## config.mk

```make
export PLATFORM = sky130hd
export DESIGN_NAME = hdlc_rx_frame_status
export DESIGN_NICKNAME = d
export VERILOG_FILES = /design/src/rtl/hfst_pkg.sv /design/src/rtl/hfst_wr_ctrl.sv /design/src/rtl/hfst_desc_queue.sv /design/src/rtl/hfst_status_fmt.sv /design/src/rtl/hdlc_rx_frame_status.sv
export SDC_FILE = /design/constraint.sdc
export NUM_CORES = 1
export LEC_CHECK = 0
export BUFFER_PORTS_ARGS = -buffer_cell sky130_fd_sc_hd__buf_2
export CORE_MARGIN = 2
export CORE_UTILIZATION = 50
export CTS_CLUSTER_SIZE = 24
export DETAILED_ROUTE_END_ITERATION = 7
export PLACE_DENSITY_LB_ADDON = 0.05
export SETUP_SLACK_MARGIN = 0.15
export SLEW_MARGIN = 5
export SYNTH_ARGS = -nofsm -noshare
export SYNTH_HDL_FRONTEND = slang
export SYNTH_HIERARCHICAL = 1
export SYNTH_SLANG_ARGS = --single-unit
```

## constraint.sdc

```tcl
create_clock -name clk -period 5 [get_ports clk]
set_input_delay 0.5 -clock clk [delete_from_list [all_inputs] [get_ports clk]]
set_output_delay 0.5 -clock clk [all_outputs]
set_load 0.05 [all_outputs]
```

## src/rtl/hfst_pkg.sv

```systemverilog
package hfst_pkg;
    localparam int unsigned SZ_LO_W = 5;   // modulo-32 size field
    localparam int unsigned SZ_HI_W = 7;   // modulo-128 size field
    localparam int unsigned NEAR_EMPTY = 32;

    typedef struct packed {
        logic ovfl;
        logic not_octet;
        logic fcs_bad;
        logic abort;
    } cause_t;

    typedef struct packed {
        logic last;
        logic abort;
        logic fcs_bad;
        logic not_octet;
        logic is_fcs;
    } wr_qual_t;

    typedef struct packed {
        logic               closed;
        cause_t             cause;
        logic [SZ_LO_W-1:0] sz_lo;
        logic [SZ_HI_W-1:0] sz_hi;
    } desc_t;

    // Fold one written byte into a descriptor.
    function automatic desc_t desc_add(desc_t d, wr_qual_t q, logic strip);
        desc_t n;
        n       = d;
        n.sz_lo = d.sz_lo + 1'b1;
        if (!(strip && q.is_fcs)) n.sz_hi = d.sz_hi + 1'b1;
        if (q.last) begin
            n.closed          = 1'b1;
            n.cause.abort     = d.cause.abort | q.abort;
            n.cause.fcs_bad   = d.cause.fcs_bad | q.fcs_bad;
            n.cause.not_octet = d.cause.not_octet | q.not_octet;
        end
        return n;
    endfunction

    function automatic logic is_corrupt(cause_t c);
        return c.abort | c.fcs_bad | c.not_octet | c.ovfl;
    endfunction
endpackage

```

## src/rtl/hfst_wr_ctrl.sv

```systemverilog
module hfst_wr_ctrl (
    input  logic clk,
    input  logic rst,
    input  logic wr_valid,
    input  logic wr_last,
    input  logic full,
    output logic alloc,
    output logic upd,
    output logic mark_ovfl
);
    logic in_frm;
    logic drop;

    always_comb begin
        alloc     = 1'b0;
        upd       = 1'b0;
        mark_ovfl = 1'b0;
        if (wr_valid) begin
            if (in_frm)     upd       = 1'b1;
            else if (!drop) begin
                if (full)   mark_ovfl = 1'b1;
                else        alloc     = 1'b1;
            end
        end
    end

    always_ff @(posedge clk) begin
        if (rst) begin
            in_frm <= 1'b0;
            drop   <= 1'b0;
        end else if (wr_valid) begin
            if (in_frm)      in_frm <= !wr_last;
            else if (drop)   drop   <= !wr_last;
            else if (full)   drop   <= !wr_last;
            else             in_frm <= !wr_last;
        end
    end

    p_mode_excl_r9: assert property (@(posedge clk) disable iff (rst) !(in_frm && drop))
        else $error("open and dropped frame at once");
endmodule

```

## src/rtl/hfst_desc_queue.sv

```systemverilog
module hfst_desc_queue #(
    parameter int unsigned DEPTH = 8,
    parameter int unsigned REM_W = 12
) (
    input  logic                clk,
    input  logic                rst,
    input  logic                strip,
    input  logic                alloc,
    input  logic                upd,
    input  logic                mark_ovfl,
    input  hfst_pkg::wr_qual_t  qual,
    input  logic                rd_pop,
    output logic                full,
    output logic                head_valid,
    output hfst_pkg::desc_t     head_desc,
    output logic [REM_W-1:0]    head_rem
);
    import hfst_pkg::*;
    localparam int unsigned IW = $clog2(DEPTH);
    localparam int unsigned CW = $clog2(DEPTH + 1);

    desc_t            dq [DEPTH];
    desc_t            dn [DEPTH];
    logic [REM_W-1:0] rq [DEPTH];
    logic [REM_W-1:0] rn [DEPTH];
    logic [IW-1:0]    rp, wp, open_idx;
    logic [CW-1:0]    cnt;
    logic             pop_ok, retire;

    function automatic logic [IW-1:0] ptr_inc(input logic [IW-1:0] p);
        return (p == IW'(DEPTH - 1)) ? '0 : p + 1'b1;
    endfunction

    assign open_idx   = (wp == '0) ? IW'(DEPTH - 1) : wp - 1'b1;
    assign full       = (cnt == CW'(DEPTH));
    assign head_valid = (cnt != '0);
    assign head_desc  = dq[rp];
    assign head_rem   = rq[rp];
    assign pop_ok     = rd_pop && head_valid && (rq[rp] != '0);
    assign retire     = pop_ok && dq[rp].closed && (rq[rp] == REM_W'(1));

    always_comb begin
        for (int i = 0; i < DEPTH; i++) begin
            dn[i] = dq[i];
            rn[i] = rq[i];
            if (alloc && wp == IW'(i)) begin
                dn[i] = desc_add('0, qual, strip);
                rn[i] = REM_W'(1);
            end else if (upd && open_idx == IW'(i)) begin
                dn[i] = desc_add(dq[i], qual, strip);
                rn[i] = rq[i] + 1'b1;
            end
            if (mark_ovfl && rp == IW'(i)) dn[i].cause.ovfl = 1'b1;
            if (pop_ok && rp == IW'(i))    rn[i] = rn[i] - 1'b1;
        end
    end

    always_ff @(posedge clk) begin
        if (rst) begin
            for (int i = 0; i < DEPTH; i++) begin
                dq[i] <= '0;
                rq[i] <= '0;
            end
            rp  <= '0;
            wp  <= '0;
            cnt <= '0;
        end else begin
            for (int i = 0; i < DEPTH; i++) begin
                dq[i] <= dn[i];
                rq[i] <= rn[i];
            end
            if (alloc)  wp <= ptr_inc(wp);
            if (retire) rp <= ptr_inc(rp);
            case ({alloc, retire})
                2'b10:   cnt <= cnt + 1'b1;
                2'b01:   cnt <= cnt - 1'b1;
                default: cnt <= cnt;
            endcase
        end
    end

    p_alloc_room_r9: assert property (@(posedge clk) disable iff (rst) alloc |-> !full)
        else $error("descriptor allocated into full queue");
    p_ovfl_kept_r9: assert property (@(posedge clk) disable iff (rst)
        (mark_ovfl && !retire) |=> head_desc.cause.ovfl)
        else $error("overwrite not marked on head");
    p_pop_dec_r7: assert property (@(posedge clk) disable iff (rst)
        (pop_ok && !retire && !(upd && open_idx == rp)) |=> head_rem == REM_W'($past(head_rem) - 1'b1))
        else $error("pop did not lower unread count");
endmodule

```

## src/rtl/hfst_status_fmt.sv

```systemverilog
module hfst_status_fmt #(
    parameter int unsigned REM_W = 12
) (
    input  logic                head_valid,
    input  hfst_pkg::desc_t     head_desc,
    input  logic [REM_W-1:0]    head_rem,
    output logic                st_valid,
    output logic [7:0]          st_word,
    output logic [4:0]          st_detail,
    output logic [6:0]          st_size128
);
    import hfst_pkg::*;
    logic near_empty;

    assign near_empty = (head_rem < REM_W'(NEAR_EMPTY));
    assign st_valid   = head_valid;

    always_comb begin
        st_word    = '0;
        st_detail  = '0;
        st_size128 = '0;
        if (head_valid) begin
            st_word    = {head_desc.closed, is_corrupt(head_desc.cause),
                          head_desc.sz_lo, near_empty};
            st_detail  = {head_desc.closed, head_desc.cause.ovfl, head_desc.cause.not_octet,
                          head_desc.cause.fcs_bad, head_desc.cause.abort};
            st_size128 = head_desc.sz_hi;
        end
    end
endmodule

```

## src/rtl/hdlc_rx_frame_status.sv

```systemverilog
module hdlc_rx_frame_status #(
    parameter int unsigned DEPTH = 8,
    parameter int unsigned REM_W = 12
) (
    input  logic       clk,
    input  logic       rst,
    input  logic       cfg_fcs_strip,
    input  logic       wr_valid,
    input  logic       wr_last,
    input  logic       wr_abort,
    input  logic       wr_fcs_bad,
    input  logic       wr_not_octet,
    input  logic       wr_is_fcs,
    input  logic       rd_pop,
    output logic       st_valid,
    output logic [7:0] st_word,
    output logic [4:0] st_detail,
    output logic [6:0] st_size128
);
    import hfst_pkg::*;

    logic             alloc, upd, mark_ovfl, full, head_valid;
    wr_qual_t         qual;
    desc_t            head_desc;
    logic [REM_W-1:0] head_rem;

    assign qual = '{last: wr_last, abort: wr_abort, fcs_bad: wr_fcs_bad,
                    not_octet: wr_not_octet, is_fcs: wr_is_fcs};

    hfst_wr_ctrl u_wr (
        .clk(clk), .rst(rst), .wr_valid(wr_valid), .wr_last(wr_last), .full(full),
        .alloc(alloc), .upd(upd), .mark_ovfl(mark_ovfl)
    );

    hfst_desc_queue #(.DEPTH(DEPTH), .REM_W(REM_W)) u_q (
        .clk(clk), .rst(rst), .strip(cfg_fcs_strip), .alloc(alloc), .upd(upd),
        .mark_ovfl(mark_ovfl), .qual(qual), .rd_pop(rd_pop), .full(full),
        .head_valid(head_valid), .head_desc(head_desc), .head_rem(head_rem)
    );

    hfst_status_fmt #(.REM_W(REM_W)) u_fmt (
        .head_valid(head_valid), .head_desc(head_desc), .head_rem(head_rem),
        .st_valid(st_valid), .st_word(st_word), .st_detail(st_detail),
        .st_size128(st_size128)
    );

    p_pop_empty_r7: assert property (@(posedge clk) disable iff (rst)
        (rd_pop && !st_valid && !wr_valid) |=> !st_valid)
        else $error("pop on empty tracker changed state");
    p_idle_stable_r6: assert property (@(posedge clk) disable iff (rst)
        (!wr_valid && !rd_pop) |=> ($stable(st_word) && $stable(st_detail) && $stable(st_size128)))
        else $error("outputs moved without write or pop");
endmodule

```

==> flow_summary.json <==
{
  "io_buffers": 30,
  "multi_input_area_um2": 9940,
  "cts.sinks": 247,
  "syn_area_per_cell_um2": 8.45,
  "syn-num-nets": 1889,
  "final_nets": 1878,
  "slowest_delay_ns": 0.61,
  "report.final.slew_viol_count": 0,
  "fmax_mhz": 248,
  "end_kind": "flip-flop",
  "hold_viol_final": 0,
  "viasPerCell": 6.00,
  "crit_fanout": 23,
  "cts_tree": "yes",
  "grt_max_degree": 76,
  "grtUsageTotal_pct": 28.6,
  "first_pass_iters": 5,
  "cts_setup_buffers": 0,
  "syn_to_final_growth_pct": 9.01,
  "finalSetupViolCount": 0,
  "yosys_warnings": 6,
  "dp_hpwl_um": 34300,
  "drc": 0,
  "fin_crit_sh_pct": 80.7,
  "clkTransAtPathRegs_ns": 0.06,
  "drive_gt1_share_pct": 12.3,
  "outcome": "completed",
  "hp-class": "in -> reg",
  "drt_iter0_drc": 1272,
  "syn_area_um2": 15500,
  "cp-start-kind": "flip-flop",
  "worst_pin_slew_ns": 1.13,
  "antenna_left": 0,
  "vdd_drop_max_uv": 290,
  "cp.arrival_ns": 4.54,
  "cellPowerDensity_nw_per_um2": 278,
  "num_io_pins": 31,
  "slowest_stage": "dfxtp_4",
  "totalWireLength_um": 46500,
  "cts_root_buffer": "clkbuf_16",
  "grt_pass1_vias": 12800,
  "hold_ws_ns": 0.180,
  "crit_type": "reg -> reg",
  "nFillCells": 2866,
  "rsz0062_at_grt": "no",
  "antenna_found_initial": 0,
  "routedWlPerCell_um": 20.8,
  "synthCells": 1830,
  "antenna_cells": 0,
  "vias": 13400,
  "maxSlewHeadroom_pct": 24.1,
  "worst_clock_skew_ns": 0.00796,
  "grt_pass1_wl_um": 73900,
  "die_area_um2": 32400,
  "cts_buffers": 29,
  "core_um2": 30500,
  "dieWidth_um": 180,
  "insertion_delay_ns": 0.58,
  "die_y_um": 180,
  "crit_path_cell_trace": "mux4_2, mux2_2, or4_1, nor3_1, nand4_1, inv_1, ha_1, ha_1, a21o_1, a21oi_1, xnor2_1, or3_1, a21oi_1",
  "h-tree-depth": 1,
  "gp_congestion": 0.957,
  "cts.path.max_buffers": 3,
  "period_minus_slack_ns": 4.03,
  "leakage_uw": 0.00620,
  "cts_hold_buf": 0,
  "regArea_um2": 4950,
  "overflow": 0,
  "crit_required_ns": 5.51,
  "cap_viol_max_count": 0,
  "setup_tns_ns": 0,
  "cts_resized": 0,
  "row_count": 64,
  "initial_core_util_pct": 50.7
}
path summary, 6_finish.rpt:
| check | from | slack, ns | to | cells after the start |
|---|---|---|---|---|
| worst max-delay path | flip-flop | 0.97 | u_q/cnt[3] | 13 |
| worst min-delay path | wr_abort | 0.18 | u_q/dq[7][12] | 2 |
| worst max register to register | flip-flop | 0.97 | u_q/cnt[3] | 13 |
| worst min register to register | u_q/dq[5][14] | 0.44 | u_q/dq[5][14] | 2 |
registers in the layout, summed over array words and instances (netlist names), named ones only:
name and count:
u_q/rq 96, u_wr/drop 1, u_q/dq 136, u_q/cnt 4, u_wr/in_frm 1, u_q/rp 3
u_q/wp 3
critical path: cells and delay by family, from the launching register on:
kind / cells / cell delay (ns)
flops: 1 / 0.61
compound gates: 3 / 0.48
simple gates: 4 / 1.29
buf+inv: 1 / 0.20
xor+xnor: 1 / 0.09
mux: 2 / 0.84
fa+ha+maj: 2 / 0.46
layer usage:
| layer | part of all wire, % | vias up | track usage (%) |
|---|---|---|---|
| met1 | 44 | 6436 | 38.1 |
| met5 | 0 | - | 0 |
| met2 | 46 | 434 | 46.7 |
| met3 | 5.7 | 99 | 4.17 |
| met4 | 4.4 | 0 | 11.6 |
| li1 | - | 6444 | - |
power breakdown:
part           switching (uW)  total, uW  internal (uW)
logic                     386        579            193
clock network             889       2060           1170
registers                49.7       2050           2000
cell type report:
cell class | instances | share of cell area [%]
Clock buffer | 38 | 4.74
Clock inverter | 13 | 0.646
Inverter | 38 | 0.846
Multi-Input combinational cell | 1439 | 59.0
Sequential cell | 247 | 29.4
Tap cell | 396 | 2.94
Timing Repair Buffer | 64 | 2.49
through the flow:
| stage | setup slack [ns] | instance area (um2) | instances | power (uW) | util (%) |
|---|---|---|---|---|---|
| floorplan | 1.42 | 15500 | 1830 | 2480 | - |
| global placement | 1.03 | 16000 | 2184 | 2650 | 52.3 |
| detailed placement | 0.978 | 16000 | 2184 | 2660 | 52.3 |
| CTS | 0.993 | 16900 | 2235 | 4720 | 55.3 |
| global route | 0.658 | 16900 | 2235 | 4860 | 55.3 |
| finish | 0.967 | 16900 | 2235 | 4690 | 55.3 |
cells in the final DEF, fill, tap and decap left out, types with 35 or more instances in the layout:
cell type	count
a21oi_1	74
and2_1	35
dfxtp_1	244
ha_1	48
inv_1	38
mux4_2	58
nand2_1	210
nand3_1	59
nand4_1	63
nor2_1	270
o21ai_0	65
xnor2_1	88
xor2_1	116
(Power assumes the default switching activity.)
